[src/rtl/afp_pkg.sv]
package afp_pkg;

    localparam int ANGLE_W      = 12;
    localparam int LEAD_TICKS   = 12;
    localparam int STAT_TICKS   = 4;
    localparam int TAIL_TICKS   = 8;

    // section order is the frame order on the wire
    typedef enum logic [1:0] {
        SEC_LEAD = 2'd0,
        SEC_STAT = 2'd1,
        SEC_DATA = 2'd2,
        SEC_TAIL = 2'd3
    } section_e;

    typedef struct packed {
        logic               err;
        logic [ANGLE_W-1:0] level;
    } sample_t;

    function automatic section_e next_section(section_e s);
        case (s)
            SEC_LEAD: return SEC_STAT;
            SEC_STAT: return SEC_DATA;
            SEC_DATA: return SEC_TAIL;
            default:  return SEC_LEAD;
        endcase
    endfunction

    function automatic int max2(int a, int b);
        return (a > b) ? a : b;
    endfunction

endpackage

[src/rtl/afp_sequencer.sv]
module afp_sequencer
    import afp_pkg::*;
#(
    parameter int LEAD_LEN = 12,
    parameter int STAT_LEN = 4,
    parameter int DATA_LEN = 4095,
    parameter int TAIL_LEN = 8,
    parameter int CNT_W    = 12
) (
    input  logic             clk_i,
    input  logic             rst_i,
    input  logic             tick_i,
    output section_e         sec_o,
    output logic [CNT_W-1:0] cnt_o,
    output logic             frame_start_o
);

    section_e         sec_q;
    logic [CNT_W-1:0] cnt_q;
    logic [CNT_W-1:0] last_slot;

    always_comb begin
        case (sec_q)
            SEC_LEAD: last_slot = CNT_W'(LEAD_LEN - 1);
            SEC_STAT: last_slot = CNT_W'(STAT_LEN - 1);
            SEC_DATA: last_slot = CNT_W'(DATA_LEN - 1);
            default:  last_slot = CNT_W'(TAIL_LEN - 1);
        endcase
    end

    always_ff @(posedge clk_i) begin
        if (rst_i) begin
            sec_q <= SEC_LEAD;
            cnt_q <= '0;
        end else if (tick_i) begin
            if (cnt_q == last_slot) begin
                sec_q <= next_section(sec_q);
                cnt_q <= '0;
            end else begin
                cnt_q <= cnt_q + 1'b1;
            end
        end
    end

    assign sec_o         = sec_q;
    assign cnt_o         = cnt_q;
    assign frame_start_o = tick_i && (sec_q == SEC_LEAD) && (cnt_q == '0);

endmodule

[src/rtl/afp_sampler.sv]
module afp_sampler
    import afp_pkg::*;
(
    input  logic               clk_i,
    input  logic               rst_i,
    input  logic               capture_i,
    input  logic [ANGLE_W-1:0] angle_i,
    input  logic               err_i,
    output sample_t            smp_o
);

    sample_t smp_q;

    always_ff @(posedge clk_i) begin
        if (rst_i) begin
            smp_q <= '0;
        end else if (capture_i) begin
            smp_q.err   <= err_i;
            smp_q.level <= err_i ? '0 : angle_i;
        end
    end

    assign smp_o = smp_q;

endmodule

[src/rtl/afp_level.sv]
module afp_level
    import afp_pkg::*;
#(
    parameter int CNT_W = 12
) (
    input  section_e         sec_i,
    input  logic [CNT_W-1:0] cnt_i,
    input  sample_t          smp_i,
    output logic             pwm_o
);

    logic data_hi;

    assign data_hi = (int'(cnt_i) < int'(smp_i.level));

    always_comb begin
        case (sec_i)
            SEC_LEAD: pwm_o = 1'b1;
            SEC_STAT: pwm_o = ~smp_i.err;
            SEC_DATA: pwm_o = data_hi;
            default:  pwm_o = 1'b0;
        endcase
    end

endmodule

[src/rtl/angle_frame_pwm.sv]
module angle_frame_pwm
    import afp_pkg::*;
#(
    parameter int LEAD_LEN = LEAD_TICKS,
    parameter int STAT_LEN = STAT_TICKS,
    parameter int TAIL_LEN = TAIL_TICKS
) (
    input  logic               clk_i,
    input  logic               rst_i,
    input  logic               tick_i,
    input  logic [ANGLE_W-1:0] angle_i,
    input  logic               err_i,
    output logic               pwm_o
);

    localparam int DATA_LEN = (1 << ANGLE_W) - 1;
    localparam int MAX_LEN  = max2(max2(LEAD_LEN, STAT_LEN), max2(DATA_LEN, TAIL_LEN));
    localparam int CNT_W    = $clog2(MAX_LEN);

    section_e         sec_w;
    logic [CNT_W-1:0] cnt_w;
    logic             start_w;
    sample_t          smp_w;

    afp_sequencer #(
        .LEAD_LEN (LEAD_LEN),
        .STAT_LEN (STAT_LEN),
        .DATA_LEN (DATA_LEN),
        .TAIL_LEN (TAIL_LEN),
        .CNT_W    (CNT_W)
    ) u_seq (
        .clk_i         (clk_i),
        .rst_i         (rst_i),
        .tick_i        (tick_i),
        .sec_o         (sec_w),
        .cnt_o         (cnt_w),
        .frame_start_o (start_w)
    );

    afp_sampler u_smp (
        .clk_i     (clk_i),
        .rst_i     (rst_i),
        .capture_i (start_w),
        .angle_i   (angle_i),
        .err_i     (err_i),
        .smp_o     (smp_w)
    );

    afp_level #(
        .CNT_W (CNT_W)
    ) u_lvl (
        .sec_i (sec_w),
        .cnt_i (cnt_w),
        .smp_i (smp_w),
        .pwm_o (pwm_o)
    );

endmodule

[config.mk]
export PLATFORM = sky130hd
export DESIGN_NAME = angle_frame_pwm
export DESIGN_NICKNAME = d
export VERILOG_FILES = /design/src/rtl/afp_pkg.sv /design/src/rtl/afp_sequencer.sv /design/src/rtl/afp_sampler.sv /design/src/rtl/afp_level.sv /design/src/rtl/angle_frame_pwm.sv
export SDC_FILE = /design/constraint.sdc
export NUM_CORES = 1
export LEC_CHECK = 0
export BUFFER_PORTS_ARGS = -buffer_cell sky130_fd_sc_hd__buf_4
export CORE_MARGIN = 2
export CORE_UTILIZATION = 60
export DETAILED_ROUTE_END_ITERATION = 6
export GPL_ROUTABILITY_DRIVEN = 0
export GPL_TIMING_DRIVEN = 0
export PLACE_DENSITY_LB_ADDON = 0.3
export RECOVER_POWER = 50
export SYNTH_ARGS = -nofsm -noshare
export SYNTH_HDL_FRONTEND = slang
export SYNTH_HIERARCHICAL = 1
export SYNTH_SLANG_ARGS = --single-unit
[constraint.sdc]
create_clock -name clk_i -period 5.5 [get_ports clk_i]
set_input_delay 0.275 -clock clk_i [delete_from_list [all_inputs] [get_ports clk_i]]
set_output_delay 0.275 -clock clk_i [all_outputs]
set_load 0.005 [all_outputs]
==> Yosys cells after proc, flatten, opt, wreduce, memory -nomap -nowiden <==
Index checks and enable logic that the tools add are counted.
{ "op_classes": {"addsub": 1, "magnitude_cmp": 1, "n_eq_ne": 3, "n_mux": 5, "bitwise_logic": 1, "reduce_logical": 5} }
{ "op_table": {"columns": ["op", "count"], "rows": [
  ["one-hot mux 12 bit (3 select lines)", 1],
  ["2-to-1 mux 12 bit", 2],
  ["adder 12 x 1 -> 12 bit, second input constant", 1],
  ["equality test 12 bit", 1],
  ["logical NOT 12 bit", 1],
  ["less-than comparator 12 bit", 1],
  ["one-hot mux 2 bit (3 select lines)", 1],
  ["one-hot mux 1 bit (3 select lines)", 1],
  ["equality test 2 x 1 -> 1 bit, second input constant", 1],
  ["equality test 2 bit, second input constant", 1],
  ["logical AND 1 bit", 2],
  ["logical NOT 2 bit", 1],
  ["AND reduction 2 bit", 1],
  ["NOT 1 bit", 1]
]} }
{ "totals": {"regBits": 27, "word_cells": 20} }

==> Logic depth before layout (Yosys ltp) <==
{ "logic_depth": {"word_depth": 4, "mapped_depth": 7, "mapped_depth_nobuf": 6} }

==> Cells and area by module <==
Netlist, hierarchy kept.
{ "modules_own_cells": {"columns": ["module", "instances", "cells_each", "area_each_um2", "seq_area_each_um2"], "rows": [
  ["afp_sequencer", 1, 91, 809.5, 280.3],
  ["afp_sampler", 1, 55, 550.5, 260.2],
  ["afp_level", 1, 41, 291.5, 0.0]
]} }

==> Worst setup path before layout <==
OpenSTA, ideal clock, no wires.
{ "synth_timing": {"kind": "register to register", "from": "register u_seq.sec_q[0] (netlist: u_seq/sec_o[0])", "to": "register u_seq.sec_q[0] (netlist: u_seq/sec_o[0])", "setup_ns": 0.121, "arrival_ns": 2.021, "slack_ns": 3.358, "path_stages_with_launch": 7, "path_buffers": 0, "cell_sequence": "dfxtp_1 inv_1 ha_1 inv_1 or4_4 a2111oi_4 mux2_4"} }
{ "synth_between": {"elab_chain_cells": 4, "elab_cells_between_ends": 7, "cone_classes": "3 x eq/ne; 2 x mux; 2 x reduce/logical"} }
{ "synth_rtl": {"columns": ["element", "line_no", "source"], "rows": [
  ["from (decl)", "afp_sequencer.sv:18", "section_e sec_q;"],
  ["from (signal assigned)", "afp_sequencer.sv:37", "sec_q <= next_section(sec_q);"],
  ["equality test 2 bit, or another cell as far along", "afp_pkg.sv:22, afp_sequencer.sv:23", null],
  ["one-hot mux 12 bit (3 select lines)", "afp_sequencer.sv:23", "case (sec_q)"],
  ["equality test 12 bit", "afp_sequencer.sv:36", "if (cnt_q == last_slot) begin"],
  ["AND reduction 2 bit (no source line)", null, null]
]} }
Parallel ways exist; a longest one is shown, timed or not.
A chain may end at the register's enable or synchronous reset.

==> Final worst setup path <==
{ "layout_timing": {"from": "register u_seq.sec_q[0] (netlist: u_seq/sec_o[0])", "to": "register u_seq.cnt_q[0] (netlist: u_seq/cnt_o[0])"} }
{ "layout_between": {"elab_chain_cells": 4, "elab_cells_between_ends": 6, "cone_classes": "3 x eq/ne; 2 x mux; 1 x reduce/logical"} }
{ "layout_rtl": {"columns": ["element", "line_no", "source"], "rows": [
  ["equality test 2 bit, or another cell as far along", "afp_sequencer.sv:23", null],
  ["one-hot mux 12 bit (3 select lines) (*)", "afp_sequencer.sv:23", null],
  ["equality test 12 bit (*)", "afp_sequencer.sv:36", null],
  ["2-to-1 mux 12 bit (*)", "afp_sequencer.sv:36", null],
  ["to (signal assigned)", "afp_sequencer.sv:40", "cnt_q <= cnt_q + 1'b1;"],
  ["to (decl)", "afp_sequencer.sv:19", "logic [CNT_W-1:0] cnt_q;"]
]} }
Every way passes the cells marked *; elsewhere a longest branch is shown, timed or not.

==> flow_summary.toml <==
[finish]
diodes = 0
mostFrequentLayoutCells = "dfxtp_1, ha_1, buf_4, inv_1, a21oi_1"
final_area_sq_um = 1800
drive_above_1_share_pct = 15.5
layout_commonest_cell = "dfxtp_1"
nNetsFinal = 240
area_growth_pct = 8.94

[sta]
rsz0062_at_grt = "false"
hold_violations = 0
tightest_slew_ns = 1.67
setup_viol = 0
min_period_over_period_pct = 60.1
relSlewSlack_pct = -14.1
final-max-slew-violation-count = 6
clock_skew_ns = 0.0138
fin_crit_ns = 3.31
fmax_mhz = 302
setup_tns_ns = 0

[die]
ios = 17
die_x_um = 56.5
fp.dieH_um = 56.5
rows = 19
dieArea_sq_um = 3190
core_area_sq_um = 2690
start_util_pct = 61.5

[routing]
first_pass_iters = 4
routed_via_density = 5.80
wl_per_cell_um = 14.5
drt_iter0_markers = 31
vias = 1374
postRouteAntennaNets = 0
drc_errors = 0
routed_wl_um = 3430

[critical_path]
worstSetupEndpointType = "register"
cp.arrival_ns = 3.53
worst-r2r-setup-slack_ns = 2.19
crit_path_start_kind = "register"
path_common_cell = "inv_1"
crit_required_ns = 5.72
crit_fanout = 10
timing.reg2reg.worst_path_depth = 7
reg2reg_from = "u_seq/sec_o[0]"
path_class = "register to register"
crit_path_cell_trace = "inv_1 > ha_1 > inv_1 > or4_4 > a2111oi_0 > buf_4 > nor3_1"
cp.buffers_inverters = 3
slowest_stage = "a2111oi_0"
max_stage_delay_ns = 1.39
timing.rr.end = "u_seq/cnt_o[0]"
cp_top_family = "compound AO/OA/AOI/OAI gates"

[synthesis]
syn_nets = 220
yosys_warnings = 6
ys_ff_latch = 27
synthCells = 187
synth.cell_area_sq_um = 1650
avgSynthCellArea_sq_um = 8.83
synth-edff-count = 0
synth-async-reset-ratio_pct = 0
synth_top_cell_area_share_pct = 32.7
yosysUniqueCellTypes = 34
synth.area.top_cells = "dfxtp_1, ha_1, nand3b_1"
synth_top_area_cell = "dfxtp_1"
ys_seq_area_share_pct = 32.7
synth-main-ff-cell = "dfxtp_1"

[outcome]
violations = "capacitance limit, slew limit"
status = "finished with violations"

[worst_hold_path]
min-delay-start = "rst_i"
hold_path_end = "u_smp/smp_o[11]"
hold_class = "input pin to register"
whs_path_depth = 2

[clocking]
cts_tree = "yes"
post_cts_buffers = 0
cts_resized = 0
cts_buffers = 3
hold_buffers = 0
clk_pin_slew_ns = 0.16
clkLatencyLatePin_ns = 0.35
clk_path_buf_depth = 2
htreeDepth = 1
clock-sinks = 27
cts-root-buf = "clkbuf_4"

[grt]
grt_use_total_pct = 23.7
grt_max_degree = 17
grt_pass1_vias = 1396
grt_pass1_wl_um = 5960
grt-ovfl-total = 0
grt_antenna_before_repair = 0

[placement]
place_hpwl_um = 2690
io_buffers = 15
placed_cell_area_sq_um = 1800

[power]
powerDensity_nw_per_um2 = 197
p_leak_nw = 0.675
ir_drop_mv = 0.191

[run]
cap_violations = 1
cell type report:
type | instances | area, sq um
Multi-Input combinational cell | 136 | 978
Fill cell | 231 | 887
Sequential cell | 27 | 541
Timing Repair Buffer | 15 | 113
Inverter | 16 | 60.1
Buffer | 8 | 38.8
Tap cell | 31 | 38.8
Clock buffer | 3 | 22.5
Clock inverter | 1 | 7.51
cell usage after synthesis (5+ instances only):
cell,count
a21oi_1,15
inv_1,16
xor2_1,6
ha_1,17
dfxtp_1,27
nand3b_1,12
nor3_1,13
nand3_1,7
nand2_1,9
nor2_1,9
nand4_1,5
nand2b_2,5
nand2b_1,9
xnor2_1,7
report_power, final:
group	leakage [nW]	internal (W)	switching [W]
clock	0.0139	0.0000280	0.0000660
sequential	0.219	0.000202	0.00000593
combinational	0.442	0.0000262	0.0000260
metrics by stage:
step | power (W) | setup WS [ns] | hold slack, ns | util [%] | cells
after detailed placement | 0.000267 | 3.15 | 0.467 | 67.1 | 233
after floorplan | 0.000247 | 3.36 | 0.344 | - | 187
after CTS | 0.000358 | 3.13 | 0.143 | 68.2 | 237
after global routing | 0.000370 | 2.00 | 0.150 | 67.0 | 237
after global placement | 0.000263 | 3.23 | 0.456 | 67.1 | 233
final | 0.000354 | 2.19 | 0.147 | 67.0 | 237
registers in the layout (all words and copies together) (netlist names):
register and cells:
u_smp/smp_o 13, u_seq/cnt_o 12, u_seq/sec_o 2
worst max-delay path by stage:
| stage | from | endpoint | slack (ns) | depth (start not counted) |
|---|---|---|---|---|
| finish | u_seq/sec_o[0] | u_seq/cnt_o[0] | 2.19 | 7 |
| global route | u_seq/sec_o[0] | u_seq/cnt_o[0] | 2.00 | 7 |
| CTS | u_seq/sec_o[0] | u_seq/cnt_o[0] | 3.13 | 7 |
| detailed placement | u_seq/sec_o[0] | u_seq/cnt_o[0] | 3.15 | 7 |
| global placement | u_seq/sec_o[0] | u_seq/cnt_o[1] | 3.23 | 7 |
| floorplan | u_seq/sec_o[0] | u_seq/sec_o[0] | 3.36 | 6 |
logic make-up after synthesis:
kind of cell	count (synthesis)	share of synthesized area, %
and+or+nand+nor	78	27.6
DFF	27	32.7
AOI/OAI and AO/OA	24	10.3
buffers and inverters	24	6.89
adders and majority gates	17	12.9
xor gates and xnor gates	13	6.89
muxes	4	2.73
layer usage:
| metal | routed length, um | part of all wire, % | track usage, % | vias up |
|---|---|---|---|---|
| li1 | - | - | - | 690 |
| met1 | 1530 | 44 | 27.8 | 641 |
| met3 | 77 | 2.2 | 3.46 | 15 |
| met5 | 0 | 0 | 0 | - |
| met2 | 1710 | 50 | 41.5 | 28 |
| met4 | 113 | 3.3 | 11.6 | 0 |
worst reg2reg max path, cell delays in order, from the launching register on:
cell and delay (ns):
dfxtp_1 0.41, inv_1 0.15, ha_1 0.20, inv_1 0.07
or4_4 0.53, a2111oi_0 1.39, buf_4 0.36, nor3_1 0.08
(Power assumes the default switching activity.)
